<file path="src/rtl/tlbw_pkg.sv">
package tlbw_pkg;
    typedef enum logic [2:0] {
        ST_IDLE,
        ST_WALK,
        ST_EVAL,
        ST_WB,
        ST_RESP
    } walk_st_e;

    localparam logic [1:0] ACC_LOAD  = 2'd0;
    localparam logic [1:0] ACC_STORE = 2'd1;
    localparam logic [1:0] ACC_FETCH = 2'd2;

    localparam logic [1:0] FLT_OK     = 2'd0;
    localparam logic [1:0] FLT_RANGE  = 2'd1;
    localparam logic [1:0] FLT_ABSENT = 2'd2;
    localparam logic [1:0] FLT_PERM   = 2'd3;

    localparam int unsigned B_VALID = 0;
    localparam int unsigned B_REF   = 1;
    localparam int unsigned B_MOD   = 2;
    localparam int unsigned B_RD    = 3;
    localparam int unsigned B_WR    = 4;
    localparam int unsigned B_EX    = 5;
endpackage

</file>
<file path="src/rtl/tlbw_perm.sv">
module tlbw_perm
    import tlbw_pkg::*;
#(
    parameter int PTE_W = 32
) (
    input  logic [PTE_W-1:0] pte,
    input  logic [1:0]       acc,
    output logic             allow,
    output logic [PTE_W-1:0] pte_next,
    output logic             touched
);
    always_comb begin
        case (acc)
            ACC_LOAD:  allow = pte[B_RD];
            ACC_STORE: allow = pte[B_WR];
            ACC_FETCH: allow = pte[B_EX];
            default:   allow = 1'b0;
        endcase
        pte_next        = pte;
        pte_next[B_REF] = 1'b1;
        if (acc == ACC_STORE) begin
            pte_next[B_MOD] = 1'b1;
        end
        touched = (pte_next != pte);
    end
endmodule

</file>
<file path="src/rtl/tlbw_cam.sv">
module tlbw_cam #(
    parameter int ENTRIES = 8,
    parameter int VPN_W   = 20,
    parameter int PTE_W   = 32,
    localparam int IDX_W  = $clog2(ENTRIES)
) (
    input  logic             clk,
    input  logic             rst_n,
    input  logic             flush,
    input  logic [VPN_W-1:0] look_vpn,
    output logic             hit,
    output logic [IDX_W-1:0] hit_idx,
    output logic [PTE_W-1:0] hit_pte,
    input  logic             wr_en,
    input  logic [IDX_W-1:0] wr_idx,
    input  logic [VPN_W-1:0] wr_vpn,
    input  logic [PTE_W-1:0] wr_pte
);
    typedef struct packed {
        logic             vld;
        logic [VPN_W-1:0] vpn;
        logic [PTE_W-1:0] pte;
    } ent_t;

    ent_t               ent_d [ENTRIES];
    ent_t               ent_q [ENTRIES];
    logic [ENTRIES-1:0] match;
    logic [ENTRIES-1:0] vld_vec;

    for (genvar g = 0; g < ENTRIES; g++) begin : g_slot
        assign match[g]   = ent_q[g].vld && (ent_q[g].vpn == look_vpn);
        assign vld_vec[g] = ent_q[g].vld;
    end

    always_comb begin
        hit     = |match;
        hit_idx = '0;
        hit_pte = '0;
        for (int i = 0; i < ENTRIES; i++) begin
            if (match[i]) begin
                hit_idx = IDX_W'(i);
                hit_pte = ent_q[i].pte;
            end
        end
    end

    always_comb begin
        for (int i = 0; i < ENTRIES; i++) begin
            ent_d[i] = ent_q[i];
        end
        if (wr_en) begin
            ent_d[wr_idx] = '{vld: 1'b1, vpn: wr_vpn, pte: wr_pte};
        end
        if (flush) begin
            for (int i = 0; i < ENTRIES; i++) begin
                ent_d[i].vld = 1'b0;
            end
        end
    end

    always_ff @(posedge clk or negedge rst_n) begin
        if (!rst_n) begin
            for (int i = 0; i < ENTRIES; i++) begin
                ent_q[i] <= '0;
            end
        end else begin
            for (int i = 0; i < ENTRIES; i++) begin
                ent_q[i] <= ent_d[i];
            end
        end
    end

    a_r9_single_match: assert property (@(posedge clk) disable iff (!rst_n)
        $onehot0(match));

    a_r10_flush_clears: assert property (@(posedge clk) disable iff (!rst_n)
        flush |=> (vld_vec == '0));
endmodule

</file>
<file path="src/rtl/tlbw_fsm.sv">
module tlbw_fsm
    import tlbw_pkg::*;
#(
    parameter int VA_W    = 32,
    parameter int PA_W    = 32,
    parameter int OFF_W   = 12,
    parameter int ENTRIES = 8,
    localparam int VPN_W  = VA_W - OFF_W,
    localparam int IDX_W  = $clog2(ENTRIES)
) (
    input  logic             clk,
    input  logic             rst_n,
    input  logic [PA_W-1:0]  cfg_ptbr,
    input  logic [VPN_W:0]   cfg_ptlen,
    input  logic             req_valid,
    output logic             req_ready,
    input  logic [VA_W-1:0]  req_vaddr,
    input  logic [1:0]       req_acc,
    output logic             resp_valid,
    output logic [PA_W-1:0]  resp_paddr,
    output logic [1:0]       resp_fault,
    output logic             mem_req,
    output logic             mem_we,
    output logic [PA_W-1:0]  mem_addr,
    output logic [PA_W-1:0]  mem_wdata,
    input  logic             mem_ack,
    input  logic [PA_W-1:0]  mem_rdata,
    input  logic             cam_hit,
    input  logic [IDX_W-1:0] cam_idx,
    input  logic [PA_W-1:0]  cam_pte,
    output logic             cam_wr_en,
    output logic [IDX_W-1:0] cam_wr_idx,
    output logic [VPN_W-1:0] cam_wr_vpn,
    output logic [PA_W-1:0]  cam_wr_pte
);
    typedef struct packed {
        walk_st_e         st;
        logic [VA_W-1:0]  va;
        logic [1:0]       acc;
        logic [PA_W-1:0]  pte;
        logic [IDX_W-1:0] idx;
        logic [IDX_W-1:0] rr;
        logic [1:0]       flt;
    } ctl_t;

    ctl_t             ctl_d, ctl_q;
    logic             allow;
    logic             touched;
    logic [PA_W-1:0]  pte_next;
    logic [VPN_W-1:0] req_vpn;
    logic [VPN_W-1:0] cur_vpn;
    logic             out_of_range;

    assign req_vpn      = req_vaddr[VA_W-1:OFF_W];
    assign cur_vpn      = ctl_q.va[VA_W-1:OFF_W];
    assign out_of_range = ({1'b0, req_vpn} >= cfg_ptlen);

    tlbw_perm #(.PTE_W(PA_W)) u_perm (
        .pte      (ctl_q.pte),
        .acc      (ctl_q.acc),
        .allow    (allow),
        .pte_next (pte_next),
        .touched  (touched)
    );

    always_comb begin
        ctl_d      = ctl_q;
        cam_wr_en  = 1'b0;
        cam_wr_idx = ctl_q.idx;
        cam_wr_pte = ctl_q.pte;
        case (ctl_q.st)
            ST_IDLE: begin
                if (req_valid) begin
                    ctl_d.va  = req_vaddr;
                    ctl_d.acc = req_acc;
                    ctl_d.flt = FLT_OK;
                    if (out_of_range) begin
                        ctl_d.flt = FLT_RANGE;
                        ctl_d.st  = ST_RESP;
                    end else if (cam_hit) begin
                        ctl_d.pte = cam_pte;
                        ctl_d.idx = cam_idx;
                        ctl_d.st  = ST_EVAL;
                    end else begin
                        ctl_d.st = ST_WALK;
                    end
                end
            end
            ST_WALK: begin
                if (mem_ack) begin
                    if (!mem_rdata[B_VALID]) begin
                        ctl_d.flt = FLT_ABSENT;
                        ctl_d.st  = ST_RESP;
                    end else begin
                        ctl_d.pte  = mem_rdata;
                        ctl_d.idx  = ctl_q.rr;
                        ctl_d.rr   = (ctl_q.rr == IDX_W'(ENTRIES - 1)) ? '0 : ctl_q.rr + 1'b1;
                        cam_wr_en  = 1'b1;
                        cam_wr_idx = ctl_q.rr;
                        cam_wr_pte = mem_rdata;
                        ctl_d.st   = ST_EVAL;
                    end
                end
            end
            ST_EVAL: begin
                if (!allow) begin
                    ctl_d.flt = FLT_PERM;
                    ctl_d.st  = ST_RESP;
                end else if (touched) begin
                    ctl_d.pte  = pte_next;
                    cam_wr_en  = 1'b1;
                    cam_wr_pte = pte_next;
                    ctl_d.st   = ST_WB;
                end else begin
                    ctl_d.st = ST_RESP;
                end
            end
            ST_WB: begin
                if (mem_ack) begin
                    ctl_d.st = ST_RESP;
                end
            end
            default: begin
                ctl_d.st = ST_IDLE;
            end
        endcase
    end

    always_ff @(posedge clk or negedge rst_n) begin
        if (!rst_n) begin
            ctl_q    <= '0;
            ctl_q.st <= ST_IDLE;
        end else begin
            ctl_q <= ctl_d;
        end
    end

    assign cam_wr_vpn = cur_vpn;
    assign req_ready  = (ctl_q.st == ST_IDLE);
    assign resp_valid = (ctl_q.st == ST_RESP);
    assign resp_fault = ctl_q.flt;
    assign resp_paddr = (ctl_q.flt == FLT_OK) ?
                        {ctl_q.pte[PA_W-1:OFF_W], ctl_q.va[OFF_W-1:0]} : '0;
    assign mem_req    = (ctl_q.st == ST_WALK) || (ctl_q.st == ST_WB);
    assign mem_we     = (ctl_q.st == ST_WB);
    assign mem_addr   = cfg_ptbr + PA_W'(cur_vpn);
    assign mem_wdata  = ctl_q.pte;

    a_r12_resp_pulse: assert property (@(posedge clk) disable iff (!rst_n)
        resp_valid |=> !resp_valid);

    a_r12_busy_after_accept: assert property (@(posedge clk) disable iff (!rst_n)
        (req_valid && req_ready) |=> !req_ready);

    a_r11_req_hold: assert property (@(posedge clk) disable iff (!rst_n)
        (mem_req && !mem_ack) |=> (mem_req && $stable(mem_addr) && $stable(mem_we)
                                   && $stable(mem_wdata)));

    a_r4_range_direct: assert property (@(posedge clk) disable iff (!rst_n)
        (req_valid && req_ready && out_of_range) |=>
            (resp_valid && resp_fault == FLT_RANGE && !mem_req));

    a_r2_hit_no_mem: assert property (@(posedge clk) disable iff (!rst_n)
        (req_valid && req_ready && !out_of_range && cam_hit) |=> !mem_req);
endmodule

</file>
<file path="src/rtl/tlb_walker.sv">
module tlb_walker #(
    parameter int VA_W    = 32,
    parameter int PA_W    = 32,
    parameter int OFF_W   = 12,
    parameter int ENTRIES = 8,
    localparam int VPN_W  = VA_W - OFF_W,
    localparam int IDX_W  = $clog2(ENTRIES)
) (
    input  logic            clk,
    input  logic            rst_n,
    input  logic            flush,
    input  logic [PA_W-1:0] cfg_ptbr,
    input  logic [VPN_W:0]  cfg_ptlen,
    input  logic            req_valid,
    output logic            req_ready,
    input  logic [VA_W-1:0] req_vaddr,
    input  logic [1:0]      req_acc,
    output logic            resp_valid,
    output logic [PA_W-1:0] resp_paddr,
    output logic [1:0]      resp_fault,
    output logic            mem_req,
    output logic            mem_we,
    output logic [PA_W-1:0] mem_addr,
    output logic [PA_W-1:0] mem_wdata,
    input  logic            mem_ack,
    input  logic [PA_W-1:0] mem_rdata
);
    logic             cam_hit;
    logic [IDX_W-1:0] cam_idx;
    logic [PA_W-1:0]  cam_pte;
    logic             cam_wr_en;
    logic [IDX_W-1:0] cam_wr_idx;
    logic [VPN_W-1:0] cam_wr_vpn;
    logic [PA_W-1:0]  cam_wr_pte;

    tlbw_cam #(.ENTRIES(ENTRIES), .VPN_W(VPN_W), .PTE_W(PA_W)) u_cam (
        .clk      (clk),
        .rst_n    (rst_n),
        .flush    (flush),
        .look_vpn (req_vaddr[VA_W-1:OFF_W]),
        .hit      (cam_hit),
        .hit_idx  (cam_idx),
        .hit_pte  (cam_pte),
        .wr_en    (cam_wr_en),
        .wr_idx   (cam_wr_idx),
        .wr_vpn   (cam_wr_vpn),
        .wr_pte   (cam_wr_pte)
    );

    tlbw_fsm #(.VA_W(VA_W), .PA_W(PA_W), .OFF_W(OFF_W), .ENTRIES(ENTRIES)) u_fsm (
        .clk        (clk),
        .rst_n      (rst_n),
        .cfg_ptbr   (cfg_ptbr),
        .cfg_ptlen  (cfg_ptlen),
        .req_valid  (req_valid),
        .req_ready  (req_ready),
        .req_vaddr  (req_vaddr),
        .req_acc    (req_acc),
        .resp_valid (resp_valid),
        .resp_paddr (resp_paddr),
        .resp_fault (resp_fault),
        .mem_req    (mem_req),
        .mem_we     (mem_we),
        .mem_addr   (mem_addr),
        .mem_wdata  (mem_wdata),
        .mem_ack    (mem_ack),
        .mem_rdata  (mem_rdata),
        .cam_hit    (cam_hit),
        .cam_idx    (cam_idx),
        .cam_pte    (cam_pte),
        .cam_wr_en  (cam_wr_en),
        .cam_wr_idx (cam_wr_idx),
        .cam_wr_vpn (cam_wr_vpn),
        .cam_wr_pte (cam_wr_pte)
    );
endmodule

</file>
<file path="config.mk">
export PLATFORM = sky130hd
export DESIGN_NAME = tlb_walker
export DESIGN_NICKNAME = d
export VERILOG_FILES = /design/src/rtl/tlbw_pkg.sv /design/src/rtl/tlbw_perm.sv /design/src/rtl/tlbw_cam.sv /design/src/rtl/tlbw_fsm.sv /design/src/rtl/tlb_walker.sv
export SDC_FILE = /design/constraint.sdc
export NUM_CORES = 1
export LEC_CHECK = 0
export BUFFER_PORTS_ARGS = -buffer_cell sky130_fd_sc_hd__buf_2
export CELL_PAD_IN_SITES_DETAIL_PLACEMENT = 0
export CELL_PAD_IN_SITES_GLOBAL_PLACEMENT = 1
export CORE_MARGIN = 8
export CORE_UTILIZATION = 40
export CTS_CLUSTER_SIZE = 20
export DETAILED_ROUTE_END_ITERATION = 10
export PLACE_DENSITY_LB_ADDON = 0.1
export SYNTH_ARGS = -nofsm -noshare
export SYNTH_HDL_FRONTEND = slang
export SYNTH_SLANG_ARGS = --single-unit
</file>
<file path="constraint.sdc">
create_clock -name clk -period 3.63 [get_ports clk]
set_input_delay 0.363 -clock clk [delete_from_list [all_inputs] [get_ports clk]]
set_output_delay 0.363 -clock clk [all_outputs]
set_load 0.01 [all_outputs]
</file>
Word-level counts from Yosys, hierarchy flattened. Index checks and enable logic that the tools add are counted. W data, S select, Z words.

Output and inout port bits: 102. Register bits after elaboration: 501.

Reductions and logical operators: 23. Equal/unequal tests: 24. Bitwise gates (word level): 1. Order comparisons: 3. Add/subtract/negate cells: 2. Mux-type cells: 64.

Operators with widths (number): $bwmux W424 (1); $mux W424 (1); $mux W32 (11); $eq A20 B20 Y1 (8); $demux W53 S3 (1); $pmux W32 S3 (1); $mux W72 (1); $mux W35 (2); $pmux W32 S2 (1); $mux W53 (1); $mux W3 (16); $mux W40 (1); $mux W38 (1); $add A32 B20 Y32 (1); $ge A20 B21 Y1 (1); $mux W1 (15); $mux W2 (6); $ne A2 B2 Y1 const B (6); $pmux W3 S4 (1); $reduce_and A6 Y1 (2); $logic_and A1 B1 Y1 (9); $reduce_or A8 Y1 (1); $eq A3 B2 Y1 const B (2); $eq A3 B3 Y1 const B (2); other kinds (21) (25).

Depth between registers and ports, before layout.
Word-level depth: 14. Gate-level depth with buffers: 13. Mapped depth without buffers: 11.

Modules after synthesis. A second synthesis with hierarchy kept.

Cell total of the unflattened synthesis: 2221. Area total of the unflattened synthesis: 26354.0 µm².

Modules (own cells, without submodules): tlbw_cam (area each 19683.9 µm², cells an instance 1425, times used 1, sequential area each 10610.2 µm²); tlbw_fsm (area each 6388.6 µm², cells an instance 758, times used 1, sequential area each 1926.8 µm²); tlbw_perm (area each 281.5 µm², cells an instance 38, times used 1, sequential area each 0.0 µm²).

Least setup slack after synthesis. No wires, ideal clock.

Path type: input-to-reg. Start: input port req_vaddr[12]. End: register u_fsm.ctl_q (netlist bit u_fsm.mem_wdata[14]). Stages: 13. Setup slack: 0.697 ns. Path buffers: 3. Library setup time: 0.125 ns. Arrival: 2.807 ns. Cell sequence: buf_4 inv_1 ha_1 nand2b_1 a2111o_1 a211oi_1 o21ai_0 a21oi_1 o311a_2 or2_1 buf_6 buf_6 mux2_4.

Cells in the longest elaborated chain, start to end: 14.

Ends and longest elaborated chain: start, declared (line tlb_walker.sv:16) `input logic [VA_W-1:0] req_vaddr,`; $eq A20 B20 Y1 (line tlbw_cam.sv:31) `assign match[g] = ent_q[g].vld && (ent_q[g].vpn == look_vpn);`; $logic_and A1 B1 Y1 (line tlbw_cam.sv:31); $mux W32 (8 in series) (line tlbw_cam.sv:40) `if (match[i]) begin`; $mux W35 (line tlbw_fsm.sv:80) `end else if (cam_hit) begin`; $mux W35 (line tlbw_fsm.sv:77) `if (out_of_range) begin`; $mux W72 (line tlbw_fsm.sv:73) `if (req_valid) begin`; $pmux W32 S3 (line tlbw_fsm.sv:71) `case (ctl_q.st)`; end signal, assigned (line tlbw_fsm.sv:134) `ctl_q <= ctl_d;`; end, declared (line tlbw_fsm.sv:46) `ctl_t ctl_d, ctl_q;`.

Several ways; a longest one is shown, not always the timed one. The select of a mux whose other input is x is not followed. A chain may end at the register's enable or synchronous reset.

Worst setup path in the final report.
Start: register u_fsm.ctl_q (netlist bit u_fsm.cam_wr_vpn[0]). End: output port mem_addr[30].

Cells in the longest elaborated chain, start to end: 1.

Ends and longest elaborated chain: $add A32 B20 Y32 (line tlbw_fsm.sv:146) `assign mem_addr = cfg_ptbr + PA_W'(cur_vpn);`; end, declared (line tlb_walker.sv:23) `output logic [PA_W-1:0] mem_addr,`.

No other way between the ends.

==> summary.txt <==
STA
  – Final setup fails: 0
  – Normalized max-slew margin: 0.3739
  – Setup repair after global routing missed its margin: true
  – Period Utilization, post-route: 0.9903
  – Final Max Slew Viols: 0
  – Worst Skew: 0.02989 ns
  – Post-layout minimum cycle time: 3.595 ns
  – Hold Violations, Final: 0
  – Pin slew with the least headroom to its limit: 0.9307 ns
  – Peak clock frequency supported by timing: 0.2782 GHz
  – Final sum of negative setup slack: 0 ns

Final layout
  – Fraction of final layout cells with drive strength greater than 1: 0.2583
  – Layout fillers: 6142
  – Antenna diode count: 0
  – Combined area of the multi-input logic cells: 12830 sq um
  – Final layout net count: 2913
  – Synth-to-Final Area Change: 16.85%
  – Storage cell area: 12550 sq um
  – Utilization after layout: 0.4714

Critical path
  – Cell depth of the worst flop-to-flop path: 9
  – Max stage delay cell, worst path: dfrtp_1
  – Nature of the critical path endpoint: output pin
  – Kind of critical path: flip-flop to output pin
  – Delay of the slowest cell on the worst path: 0.34 ns
  – Cell mode on critical path: nor2b_1
  – Nature of the critical path startpoint: flip-flop
  – Required time worst endpoint: 3.27 ns
  – List of cells traversed by the critical path: ha_2 > inv_2 > fa_2 > nor2b_1 > o21ai_1 > a21oi_2 > buf_6 > o21ai_4 > o211ai_1 > a41oi_2 > nor2b_1 > xor2_1 > buf_2
  – Arrival time worst endpoint: 3.23 ns
  – Maximum net fanout on the critical path: 6

Global route
  – Vias in the first global route: 20.70k
  – Total grt overflow: 0
  – Number of antenna violations at the first check in global routing: 0
  – Total track usage: 0.2202
  – Largest net degree at the start of global routing: 88
  – Global-route wire length before repair: 127.5 mm

Die
  – DIE HEIGHT: 273.3 um
  – Total number of placement rows: 94
  – Die Area: 74670 sq um
  – Initial Util: 0.4034
  – Area of the core: 65630 sq um
  – Ports placed on the boundary: 226
  – Die X: 273.3 um

Clock network
  – Buffer depth of the longest clock path: 3
  – Num CTS Buffers: 57
  – Clock transition at the register clock pins on the worst setup and hold paths after CTS: 0.06 ns
  – H-tree levels: 2
  – CTS tree: built
  – CTS Root Cell: clkbuf_16
  – CTS sink count: 501
  – Clock insertion delay at the later pin of the skew report: 0.63 ns

Hold path
  – Hold Crit Depth: 2
  – Worst Hold Class: input pin to flip-flop

Power
  – Areal power density over the cells: 660.4 nW/um^2
  – Max IR drop VDD: 0.3874 mV
  – Pleak: 14.21 nW

Placement
  – Number of port buffers: 225
  – HPWL after detailed placement: 55.39 mm
  – RePlAce Congestion: 0.9116

Detailed routing
  – Post-detailed-route count of antenna-violating nets: 0
  – Detailed Routing Iterations Pass 1: 7
  – Vias/cell: 5.446
  – Post-detailed-route wirelength per cell: 22.91 um
  – Number of violations reported at the end of detailed-routing iteration 0: 1060
  – Met1 wire length: 37.08 mm
  – Number of vias in the routed layout: 19.88k
  – Drc violations: 0
  – Met2 layer wire length in the routed design: 41.40 mm
  – Uppermost metal layer occupied by signal nets: met4
  – Routed met3 length: 2.686 mm
  – Total Wirelength: 83.63 mm

Synthesis
  – Register bit count reported by yosys: 501
  – Net Count, Synth: 2718
  – Proportion of synthesized chip area in sequential cells: 0.4736
  – Main synth FF type: dfrtp_1
  – Area of the mapped netlist: 26470 sq um
  – Gate Count Post-Synth: 2551
  – Top cells by area in the synthesized netlist: dfrtp_1 47%, mux2_2 8.3%, o21ai_0 4.2%
  – Asr flop ratio synth: 1.000
  – Cell type contributing the most total cell area after synthesis: dfrtp_1
  – Post-synth EDFFs: 0
  – Area share of the leading cell type in the synthesized netlist: 0.4736
  – Total of warnings raised by yosys: 0
  – Unique cell type count in the Yosys netlist: 76
  – Synthesized area per cell: 10.38 sq um

Flow run
  – Maximum capacitance violations: 0

Run status
  – Outcome: finished, final reports clean
==> path summary, 6_finish.rpt <==
check / from / end / slack [ns]
max in group asynchronous: rst_n / u_fsm.cam_wr_vpn[1] / 2.05
min in group asynchronous: rst_n / u_cam.ent_q[60] / 0.38
worst max-delay path: u_fsm.cam_wr_vpn[0] / mem_addr[30] / 0.04
worst min-delay path: mem_ack / u_fsm.ctl_q[74] / 0.05
worst max register to register: u_fsm.ctl_q[74] / u_cam.ent_q[297] / 0.36
worst min register to register: u_cam.ent_q[213] / u_cam.ent_q[213] / 0.47
==> cell usage after synthesis (10+ instances only) <==
cell         n
nor3b_1     33
buf_2       16
xnor2_1    120
clkbuf_1   106
buf_6       13
and2_1      40
a211o_1     30
nor3_1      23
a2111oi_2   26
nand3b_1    34
xor2_1      70
ha_1        42
buf_4       47
mux2_4      20
a21oi_1     96
o21ai_0    220
mux2_2     196
nor4_1      25
inv_1       71
a21o_1      46
o21ai_1     30
buf_1       16
nand2_1    271
nand4_1     44
o311ai_0    30
mux2i_1     59
nor2_1     108
nor2b_1     10
nand3_1     53
nand2b_1    15
a22oi_1     28
dfrtp_1    501
==> flip-flops by register name, indices dropped and copies added (netlist names) <==
name              flops
u_cam.ent_q         424
u_fsm.cam_wr_vpn     20
u_fsm.ctl_q          23
u_fsm.mem_wdata      32
u_fsm.resp_fault      2
==> cell type report <==
cell class / instances / share of cell area
inverter: 71 / 0.008615
clock buffer: 89 / 0.05460
multi-input combinational: 1771 / 0.4147
clock inverter: 11 / 0.002710
sequential: 501 / 0.4056
tap: 864 / 0.03495
timing repair buffer: 344 / 0.07879
==> per-layer routing <==
metal	track usage	up-vias
met3	0.02934	139
li1	-	9389
met5	0	-
met2	0.3820	370
met1	0.2845	9984
met4	0.06593	0
==> kinds of logic after synthesis <==
| kind of cell | synth area share |
|---|---|
| AND/OR/NAND/NOR | 0.1313 |
| AO/OA/AOI/OAI | 0.1407 |
| flip-flops | 0.4736 |
| buffers and inverters | 0.05350 |
| multiplexers | 0.1174 |
| XOR/XNOR | 0.06286 |
| adder cells (fa/ha/maj) | 0.02061 |
==> stage by stage <==
step / hold WS [ns] / cells / power, mW / setup WS, ns / instance area, sq um
global route: 0.03700 / 3651 / 21.64 / -0.1187 / 30930
global placement: 0.4536 / 3528 / 14.62 / 0.2469 / 28720
floorplan: 0.06741 / 2551 / 12.23 / 0.6975 / 26470
CTS: 0.02808 / 3644 / 20.49 / 0.001368 / 30720
finish: 0.04999 / 3651 / 20.43 / 0.03525 / 30930
detailed placement: 0.4628 / 3528 / 14.77 / 0.2142 / 28720
==> what timing repair did <==
action                                  CTS  global route
endpoints found under the setup margin   15            16
hold endpoints to repair                 92             0
hold buffers                             15             0
pin swaps                                 5             8
setup buffers                             1             7
resized for setup                        17            28
gates cloned                              0             0
==> worst max-delay path: cells and delay by family (launching register included) <==
family / cells / cell delay (ns)
fa+ha+maj: 2 / 0.53
compound gates: 5 / 0.89
simple gates: 2 / 0.32
flops: 1 / 0.34
xor+xnor: 1 / 0.17
buf+inv: 3 / 0.35
==> where the power goes <==
group	switching (mW)	internal, mW	leakage (nW)	total [mW]
clock	2.31	3.23	0.876	5.54
sequential	1.20	7.01	6.69	8.21
combinational	3.66	3.02	6.65	6.68
total	7.17	13.3	14.2	20.4
==> cell usage in the layout, fill, tap and decap left out, drive strengths merged, types with 59 or more instances in the layout <==
cell,Yosys,layout
nor2,108,108
xnor2,120,120
mux2,217,217
clkbuf,106,89
a21oi,96,96
mux2i,59,59
nand2,271,271
xor2,70,70
buf,94,329
dfrtp,501,501
inv,71,72
o21ai,250,250
Power figures use the tool's default switching activity.
